[src/rtl/asram_pkg.sv]
`timescale 1ns/1ps
package asram_pkg;

  typedef enum logic [2:0] {
    ST_IDLE    = 3'd0,
    ST_SETUP   = 3'd1,
    ST_TURNOFF = 3'd2,
    ST_STROBE  = 3'd3,
    ST_RECOVER = 3'd4,
    ST_DONE    = 3'd5
  } seq_state_e;

  typedef struct packed {
    logic cs_n;
    logic we_n;
    logic oe_n;
    logic drv;
  } pin_set_t;

  localparam pin_set_t PINS_QUIET = '{cs_n: 1'b1, we_n: 1'b1, oe_n: 1'b1, drv: 1'b0};

endpackage

[src/rtl/asram_timer.sv]
`timescale 1ns/1ps
module asram_timer #(
  parameter int CNT_W = 2
) (
  input  logic             clk,
  input  logic             rst_n,
  input  logic             load,
  input  logic [CNT_W-1:0] load_val,
  output logic             expired
);
  logic [CNT_W-1:0] cnt_q, cnt_d;

  always_comb begin
    if (load)               cnt_d = load_val;
    else if (cnt_q != '0)   cnt_d = cnt_q - 1'b1;
    else                    cnt_d = cnt_q;
  end

  always_ff @(posedge clk or negedge rst_n) begin
    if (!rst_n) cnt_q <= '0;
    else        cnt_q <= cnt_d;
  end

  assign expired = (cnt_q == '0);
endmodule

[src/rtl/asram_pins.sv]
`timescale 1ns/1ps
module asram_pins
  import asram_pkg::*;
(
  input  logic       clk,
  input  logic       rst_n,
  input  seq_state_e st_next,
  input  logic       is_wr,
  input  logic       cs_style,
  input  logic       oe_low,
  output pin_set_t   pins_q
);
  pin_set_t pins_d;

  always_comb begin
    pins_d = PINS_QUIET;
    unique case (st_next)
      ST_SETUP: begin
        if (is_wr && cs_style) begin
          pins_d.we_n = 1'b0;
          pins_d.drv  = 1'b1;
        end else if (is_wr) begin
          pins_d.cs_n = 1'b0;
          pins_d.oe_n = ~oe_low;
        end
      end
      ST_TURNOFF: begin
        pins_d.cs_n = 1'b0;
        pins_d.we_n = 1'b0;
        pins_d.oe_n = 1'b0;
      end
      ST_STROBE: begin
        pins_d.cs_n = 1'b0;
        if (!is_wr) begin
          pins_d.oe_n = 1'b0;
        end else begin
          pins_d.we_n = 1'b0;
          pins_d.drv  = 1'b1;
          pins_d.oe_n = cs_style ? 1'b1 : ~oe_low;
        end
      end
      default: pins_d = PINS_QUIET;
    endcase
  end

  always_ff @(posedge clk or negedge rst_n) begin
    if (!rst_n) pins_q <= PINS_QUIET;
    else        pins_q <= pins_d;
  end
endmodule

[src/rtl/asram_seq.sv]
`timescale 1ns/1ps
module asram_seq
  import asram_pkg::*;
#(
  parameter int ADDR_W      = 14,
  parameter int DATA_W      = 4,
  parameter int SETUP_CYC   = 1,
  parameter int PULSE_CYC   = 2,
  parameter int OEOFF_CYC   = 1,
  parameter int DSU_CYC     = 2,
  parameter int RECOV_CYC   = 1,
  parameter int ACCESS_CYC  = 2,
  parameter int SYNC_STAGES = 2
) (
  input  logic              clk,
  input  logic              rst_n,
  input  logic              req_valid,
  output logic              req_ready,
  input  logic              req_write,
  input  logic [ADDR_W-1:0] req_addr,
  input  logic [DATA_W-1:0] req_wdata,
  input  logic              req_cs_style,
  input  logic              req_oe_low,
  output logic              rsp_valid,
  output logic [DATA_W-1:0] rsp_rdata,
  output logic [ADDR_W-1:0] mem_addr,
  output logic              mem_cs_n,
  output logic              mem_we_n,
  output logic              mem_oe_n,
  output logic [DATA_W-1:0] mem_dq_out,
  output logic              mem_dq_oe,
  input  logic [DATA_W-1:0] mem_dq_in
);
  // Derived phase lengths
  localparam int WP_CYC   = (PULSE_CYC > DSU_CYC) ? PULSE_CYC : DSU_CYC;
  localparam int LATE_CYC = (PULSE_CYC > OEOFF_CYC + DSU_CYC) ? PULSE_CYC - OEOFF_CYC : DSU_CYC;
  localparam int M1 = (SETUP_CYC > WP_CYC) ? SETUP_CYC : WP_CYC;
  localparam int M2 = (OEOFF_CYC > LATE_CYC) ? OEOFF_CYC : LATE_CYC;
  localparam int M3 = (RECOV_CYC > ACCESS_CYC) ? RECOV_CYC : ACCESS_CYC;
  localparam int M12 = (M1 > M2) ? M1 : M2;
  localparam int MAX_LEN = (M12 > M3) ? M12 : M3;
  localparam int CNT_W = $clog2(MAX_LEN + 1);
  localparam int OV_W  = CNT_W + 1;

  // Reset release synchronizer
  logic rst_sync_n;
  generate
    if (SYNC_STAGES <= 1) begin : g_rs1
      logic rs_q;
      always_ff @(posedge clk or negedge rst_n) begin
        if (!rst_n) rs_q <= 1'b0;
        else        rs_q <= 1'b1;
      end
      assign rst_sync_n = rs_q;
    end else begin : g_rsn
      logic [SYNC_STAGES-1:0] rs_q;
      always_ff @(posedge clk or negedge rst_n) begin
        if (!rst_n) rs_q <= '0;
        else        rs_q <= {rs_q[SYNC_STAGES-2:0], 1'b1};
      end
      assign rst_sync_n = rs_q[SYNC_STAGES-1];
    end
  endgenerate

  seq_state_e state_q, state_d;
  logic op_wr_q, op_cs_q, op_oel_q;
  logic op_wr_d, op_cs_d, op_oel_d;
  logic [ADDR_W-1:0] addr_q;
  logic [DATA_W-1:0] wdata_q, rdata_q;
  logic rsp_q;
  logic accept, t_load, t_expired, cap_en;
  logic [CNT_W-1:0] t_val;
  pin_set_t pins;

  function automatic logic [CNT_W-1:0] strobe_len(input logic wr, input logic cs_st, input logic oel);
    if (!wr)              return CNT_W'(ACCESS_CYC - 1);
    else if (!cs_st && oel) return CNT_W'(LATE_CYC - 1);
    else                  return CNT_W'(WP_CYC - 1);
  endfunction

  assign req_ready = (state_q == ST_IDLE);
  assign accept    = req_valid && req_ready;
  assign op_wr_d   = accept ? req_write    : op_wr_q;
  assign op_cs_d   = accept ? req_cs_style : op_cs_q;
  assign op_oel_d  = accept ? req_oe_low   : op_oel_q;

  // Next-state process
  always_comb begin
    state_d = state_q;
    t_load  = 1'b0;
    t_val   = '0;
    unique case (state_q)
      ST_IDLE: if (accept) begin
        state_d = ST_SETUP;
        t_load  = 1'b1;
        t_val   = CNT_W'(SETUP_CYC - 1);
      end
      ST_SETUP: if (t_expired) begin
        t_load = 1'b1;
        if (op_wr_q && !op_cs_q && op_oel_q) begin
          state_d = ST_TURNOFF;
          t_val   = CNT_W'(OEOFF_CYC - 1);
        end else begin
          state_d = ST_STROBE;
          t_val   = strobe_len(op_wr_q, op_cs_q, op_oel_q);
        end
      end
      ST_TURNOFF: if (t_expired) begin
        state_d = ST_STROBE;
        t_load  = 1'b1;
        t_val   = CNT_W'(LATE_CYC - 1);
      end
      ST_STROBE: if (t_expired) begin
        state_d = ST_RECOVER;
        t_load  = 1'b1;
        t_val   = CNT_W'(RECOV_CYC - 1);
      end
      ST_RECOVER: if (t_expired) state_d = ST_DONE;
      ST_DONE:    state_d = ST_IDLE;
      default:    state_d = ST_IDLE;
    endcase
  end

  assign cap_en = (state_q == ST_STROBE) && t_expired && !op_wr_q;

  // Register process
  always_ff @(posedge clk or negedge rst_sync_n) begin
    if (!rst_sync_n) begin
      state_q  <= ST_IDLE;
      op_wr_q  <= 1'b0;
      op_cs_q  <= 1'b0;
      op_oel_q <= 1'b0;
      addr_q   <= '0;
      wdata_q  <= '0;
      rdata_q  <= '0;
      rsp_q    <= 1'b0;
    end else begin
      state_q <= state_d;
      rsp_q   <= (state_d == ST_DONE);
      if (accept) begin
        op_wr_q  <= op_wr_d;
        op_cs_q  <= op_cs_d;
        op_oel_q <= op_oel_d;
        addr_q   <= req_addr;
        wdata_q  <= req_wdata;
      end
      if (cap_en) rdata_q <= mem_dq_in;
    end
  end

  asram_timer #(.CNT_W(CNT_W)) u_timer (
    .clk      (clk),
    .rst_n    (rst_sync_n),
    .load     (t_load),
    .load_val (t_val),
    .expired  (t_expired)
  );

  asram_pins u_pins (
    .clk      (clk),
    .rst_n    (rst_sync_n),
    .st_next  (state_d),
    .is_wr    (op_wr_d),
    .cs_style (op_cs_d),
    .oe_low   (op_oel_d),
    .pins_q   (pins)
  );

  assign mem_addr   = addr_q;
  assign mem_dq_out = wdata_q;
  assign mem_cs_n   = pins.cs_n;
  assign mem_we_n   = pins.we_n;
  assign mem_oe_n   = pins.oe_n;
  assign mem_dq_oe  = pins.drv;
  assign rsp_valid  = rsp_q;
  assign rsp_rdata  = rdata_q;

  // Overlap length observer for the pulse-width assertion
  logic [OV_W-1:0] ov_cnt;
  always_ff @(posedge clk or negedge rst_sync_n) begin
    if (!rst_sync_n)                ov_cnt <= '0;
    else if (!mem_cs_n && !mem_we_n) ov_cnt <= ov_cnt + 1'b1;
    else                            ov_cnt <= '0;
  end

  a_r1_idle_standby: assert property (@(posedge clk) disable iff (!rst_sync_n)
    req_ready |-> (mem_cs_n && mem_we_n && mem_oe_n && !mem_dq_oe));

  a_r2_busy_after_accept: assert property (@(posedge clk) disable iff (!rst_sync_n)
    (req_valid && req_ready) |=> !req_ready);

  a_r3_addr_move_safe: assert property (@(posedge clk) disable iff (!rst_sync_n)
    !$stable(mem_addr) |-> (($past(mem_cs_n) && mem_cs_n) || ($past(mem_we_n) && mem_we_n)));

  a_r8_release_at_end: assert property (@(posedge clk) disable iff (!rst_sync_n)
    ($past(!mem_cs_n && !mem_we_n) && (mem_cs_n || mem_we_n)) |-> !mem_dq_oe);

  a_r9_single_rsp: assert property (@(posedge clk) disable iff (!rst_sync_n)
    rsp_valid |=> (!rsp_valid && req_ready));

  a_r10_no_contention: assert property (@(posedge clk) disable iff (!rst_sync_n)
    mem_dq_oe |-> (mem_oe_n || !mem_we_n));

  a_r11_min_pulse: assert property (@(posedge clk) disable iff (!rst_sync_n)
    ((ov_cnt != '0) && (mem_cs_n || mem_we_n)) |->
      ((ov_cnt >= OV_W'(PULSE_CYC)) && (ov_cnt >= OV_W'(DSU_CYC))));
endmodule

[config.mk]
export PLATFORM = sky130hd
export DESIGN_NAME = asram_seq
export DESIGN_NICKNAME = d
export VERILOG_FILES = /design/src/rtl/asram_pkg.sv /design/src/rtl/asram_timer.sv /design/src/rtl/asram_pins.sv /design/src/rtl/asram_seq.sv
export SDC_FILE = /design/constraint.sdc
export NUM_CORES = 1
export LEC_CHECK = 0
export BUFFER_PORTS_ARGS = -buffer_cell sky130_fd_sc_hd__buf_4
export CAP_MARGIN = 20
export CORE_MARGIN = 4
export CORE_UTILIZATION = 48
export CTS_CLUSTER_SIZE = 24
export DETAILED_ROUTE_END_ITERATION = 6
export GPL_TIMING_DRIVEN = 1
export MAX_ROUTING_LAYER = met4
export PLACE_DENSITY = 0.89
export SKIP_CTS_REPAIR_TIMING = 1
export SLEW_MARGIN = 20
export SYNTH_ARGS = -nofsm -noshare
export SYNTH_HDL_FRONTEND = slang
export SYNTH_SLANG_ARGS = --single-unit
[constraint.sdc]
create_clock -name clk -period 1.5 [get_ports clk]
set_input_delay 0.15 -clock clk [delete_from_list [all_inputs] [get_ports clk]]
set_output_delay 0.15 -clock clk [all_outputs]
set_load 0.01 [all_outputs]
# After elaboration in Yosys (flattened, before gate mapping)
# Index checks and enable logic that the tools add are counted.
classes:
  n_addsub: 1
  n_shift: 0
  mul: 0
  n_mux: 30
  n_eq_ne: 8
  n_div: 0
  magnitude_cmp: 0
  n_reduce_logical: 13
  bitwise_logic: 1
op_table:
  columns: ["op", "n"]
  rows:
  - ["1-bit 2-to-1 mux", 18]
  - ["3-bit 2-to-1 mux", 5]
  - ["3-bit case mux with 5 select lines", 1]
  - ["3-bit by 2-bit == test with 1-bit output (second input constant)", 4]
  - ["3-bit case mux with 3 select lines", 1]
  - ["3-bit by 1-bit == test with 1-bit output (second input constant)", 2]
  - ["3-bit == test (second input constant)", 2]
  - ["1-bit logical AND", 6]
  - ["1-bit case mux with 2 select lines", 3]
  - ["2-bit 2-to-1 mux", 2]
  - ["2-bit nonzero test", 2]
  - ["3-bit logical NOT", 1]
  - ["3-bit OR reduction", 1]
  - ["1-bit logical NOT", 2]
  - ["2-bit logical NOT", 1]
  - ["2-bit by 1-bit subtractor with 2-bit output (second input constant)", 1]
  - ["1-bit NOT", 1]
totals:
  latch_bits: 0
  ram_bits: 0
  memories: 0
  regBits: 37
  rom_bits: 0
  output_inout_bits: 28
  inputBits: 28

# Logic depth before layout (Yosys ltp)
depth:
  ltp_word: 8
  depth_mapped: 7

# Cells and area by module
# From an unflattened synthesis, not the netlist that was laid out.
hier_totals:
  hier_cells: 114
  area_unflattened_um2: 1664.1
modules_own_cells:
  columns: ["mod", "area_per_inst_um2", "cells_per_inst", "instances"]
  rows:
  - ["asram_seq", 1375.1, 88, 1]
  - ["asram_pins", 175.2, 14, 1]
  - ["asram_timer", 113.9, 12, 1]

# Worst setup path before layout
# OpenSTA, ideal clock, no wires.
synth_path:
  path_kind: "reg2reg"
  start: "reg state_q[0]"
  end: "reg addr_q[10], in the netlist mem_addr[10]"
  path_slack_ns: -0.199
  synth_period_minus_slack_ns: 1.699
  t_arrival_ns: 1.575
  path_stages_with_launch: 6
  required_ns: 1.375
  path_cell_list: "dfrtp_1 > buf_6 > nor4b_4 > buf_4 > buf_4 > mux2_2"
synth_via:
  elab_chain_len: 2
synth_lines:
  columns: ["element", "line", "source"]
  rows:
  - ["start: declaration", "asram_seq.sv:65", "seq_state_e state_q, state_d;"]
  - ["start signal: assignment", "asram_seq.sv:138", "state_q <= state_d;"]
  - ["3-bit logical NOT", "asram_seq.sv:81", "assign req_ready = (state_q == ST_IDLE);"]
  - ["1-bit logical AND", "asram_seq.sv:82", "assign accept = req_valid && req_ready;"]
  - ["end signal: assignment", "asram_seq.sv:144", "addr_q <= req_addr;"]
  - ["end: declaration", "asram_seq.sv:68", "logic [ADDR_W-1:0] addr_q;"]
# No other way between the ends.
# A chain may end at the register's enable or synchronous reset.

==> results.md <==
- RR Endpoint: u_pins.pins_q[1]$_DFF_PN1_
- Worst clock skew: 0.00621 ns
- Critical path launch point type: register
- DRT Wirelength: 4.07 mm
- Synth warnings: 0
- Crit path capture type: register
- CTS root buf: clkbuf_4
- First-pass GRT wire length: around 6.0 mm
- Area Overhead vs Synth: 56.4%
- Share of post-route cells with drive strength above 1: 63.5%
- Kind of critical path: reg2reg
- Critical Path AT: 1.98 ns
- Die ar.: 4250 sq um
- Final Cycle Share: 113%
- Crit Reg-Reg Startpoint: u_timer.cnt_q[1]$_DFFE_PN0P_
- R2R Setup Slk: -0.20 ns
- # Max-Cap Violations: 0
- Synth Net Count: 144
- Register Area: 932 sq um
- TritonCTS clock tree: yes
- CP required: 1.78 ns
- EDFF count, synth: 0
- GR Overflow Total: 0
- Switching portion of total power: 35.5%
- Hold Worst Slack: 0.0230 ns
- Mapped cell area: 1570 sq um
- Minimum clock period: 1.70 ns
- DRC violation count after routing: 0
- GRT Total Usage: about a fifth
- Antenna Violating Nets Remaining: 0
- Core Footprint: 3100 sq um
- Starting Density: 50.6%
- Synth top area share: 54.1%
- H-tree depth: 2
- Number of vias per cell: 5.13
- Reg2Reg Depth: 6
- Sequential element share of the synthesized area: 59.2%
- Violated checks: setup timing
- Pre-antenna DRT Iters: 4
- Crit Path Max Fanout: 5
- Initial antenna violation count: 0
- DR iter-0 viols: 41
- Unique cell type count in the Yosys netlist: 35
- RSZ-0062 raised after global routing: yes
- Final setup viols: 24
- Slew Limit Fails: 0
- Cell taking the most area after synthesis: dfrtp_1
- Final Hold Viols: 0
- Sequential power share: 33.2%
- Total clock buffers created by CTS: 5
- HPWL Detailed: 2.75 mm
- Synth async-reset ratio: 100%
- Top_reg_cell synth: dfrtp_1
- CTS Buffer Depth: 2
- Psw: slightly below 2 mW
- CTS sink cnt: 37
- Pint: 3.60 mW
- Die Width: 65.2 microns
- Worst VDD drop: 1.25 mV
- Die H: 65.2 microns
- CP endpoint: u_pins.pins_q[1]$_DFF_PN1_
- I/O pin cnt: 56
- Clk slew on worst S/H paths: around 0.11 ns
- Fillers: about 210
- Combinational fraction of design power: 57.1%
- Outcome: finished with violations
- Power Dens Cells: 2270 nW/um^2
- Max Fclk: a little under 600 MHz
- Clock Power Share: 9.7%
- Critical path origin: u_timer.cnt_q[1]$_DFFE_PN0P_
- Post-Syn Instances: ~120
- Wire per inst: 16.9 microns
- Mean cell area of the mapped netlist: ~14 sq um
- Final setup margin: -0.198 ns
- Synth area leaders: dfrtp_1, mux2_2, dfstp_2
- Total power draw: 5.58 mW
- Antenna cells: 0
- Largest net degree at the start of global routing: 25
- Site row count: 20
- Synth Register Bits: 37
- Via count: approximately 1200
- Nets: around 230
- Final GP Congestion: 0.828
- Port buffer count: 55
- Vias in the first global route: about 1300
- Clk_lat worst skew: 0.35 ns
- Multi-input logic area: 722 sq um
- Pleak: between 1 and 1.5 nW
- Type of the worst min-delay path: in2reg
==> final cells by class <==
class	instances	share of cell area, %
Clock buffer	6	2.09
Clock inverter	1	0.305
Inverter	4	0.611
Multi-Input combinational cell	68	29.4
Sequential cell	37	37.9
Tap cell	44	2.24
Timing Repair Buffer	81	27.4
==> registers in the layout, indices dropped and copies added, names as in the netlist <==
register / flops
mem_addr: 14
mem_dq_out: 4
rsp_rdata: 4
u_pins.pins_q: 4
state_q: 3
g_rsn.rs_q: 2
u_timer.cnt_q: 2
op_cs_q: 1
op_oel_q: 1
op_wr_q: 1
rsp_valid: 1
==> cell families after synthesis <==
logic type | synth area share [%]
flip-flops | 59.2
AND/OR/NAND/NOR | 9.31
adder cells (fa/ha/maj) | 0.796
multiplexers | 19.1
other | 0.239
AO/OA/AOI/OAI | 7.41
XOR/XNOR | 0.557
buffers and inverters | 3.42
==> per-layer routing <==
metal	GRT usage (%)	wire [microns]	vias to the layer above
li1	-	-	560
met4	6.22	53	0
met3	6.15	258	5
met1	21.4	1650	617
met5	-	0	-
met2	32.5	2110	55
==> metrics by stage <==
step | std cells | utilization, % | setup WS [ns] | area, sq um | TNS (ns)
floorplan | 115 | - | -0.129 | 1630 | -1.46
global placement | 225 | 69.9 | -0.123 | 2170 | -0.797
detailed placement | 225 | 69.9 | -0.187 | 2170 | -2.19
CTS | 232 | 71.8 | -0.216 | 2230 | -3.07
global route | 241 | 79.2 | -0.284 | 2460 | -3.28
finish | 241 | 79.2 | -0.198 | 2460 | -2.24
==> placed cells by master, fill, tap and decap left out, drive strengths merged, types with 2 or more instances in the layout <==
| cell type | instances |
|---|---|
| o21ai | 2 |
| nand2 | 4 |
| dfstp | 3 |
| dfrtp | 34 |
| nor2 | 6 |
| nand3b | 2 |
| and3 | 2 |
| inv | 4 |
| buf | 76 |
| a21oi | 3 |
| clkbuf | 7 |
| mux2i | 3 |
| dlygate4sd3 | 4 |
| nor2b | 2 |
| and2 | 3 |
| mux2 | 24 |
==> power groups by stage <==
| stage | combinational [mW] | sequential [mW] | clock (mW) |
|---|---|---|---|
| 6_report | 3.19 | 1.85 | 0.544 |
| 2_1_floorplan | 1.43 | 1.94 | 0 |
| 3_3_place_gp | 2.58 | 1.78 | 0 |
| 5_1_grt | 3.42 | 1.91 | 0.607 |
| 4_1_cts | 2.70 | 1.81 | 0.553 |
| 3_5_place_dp | 2.69 | 1.82 | 0 |
==> worst min-delay path by stage <==
stage	from	to	depth (start not counted)
final	req_addr[7]	mem_addr[7]$_DFFE_PN0P_	2
after global routing	req_addr[3]	mem_addr[3]$_DFFE_PN0P_	2
after CTS	rst_n	g_rsn.rs_q[1]$_DFF_PN0_	1
after detailed placement	rst_n	g_rsn.rs_q[1]$_DFF_PN0_	1
after global placement	rst_n	g_rsn.rs_q[0]$_DFF_PN0_	1
after floorplan	rst_n	g_rsn.rs_q[0]$_DFF_PN0_	0
==> synth_stat cells (all sizes together) (2+ instances only) <==
| master | instances |
|---|---|
| dfrtp | 34 |
| nor2b | 2 |
| dfstp | 3 |
| nor2 | 6 |
| nand3b | 2 |
| buf | 5 |
| mux2 | 24 |
| o21ai | 2 |
| and2 | 3 |
| inv | 4 |
| and3 | 2 |
| a21oi | 3 |
| mux2i | 3 |
| nand2 | 4 |
==> worst max-delay path: stages (launching register included) <==
cell	delay, ns
dfrtp_1	0.39
inv_2	0.06
ha_4	0.17
and3_4	0.16
a211o_1	0.27
a311oi_4	0.36
mux2i_1	0.23
Power figures use the tool's default switching activity.
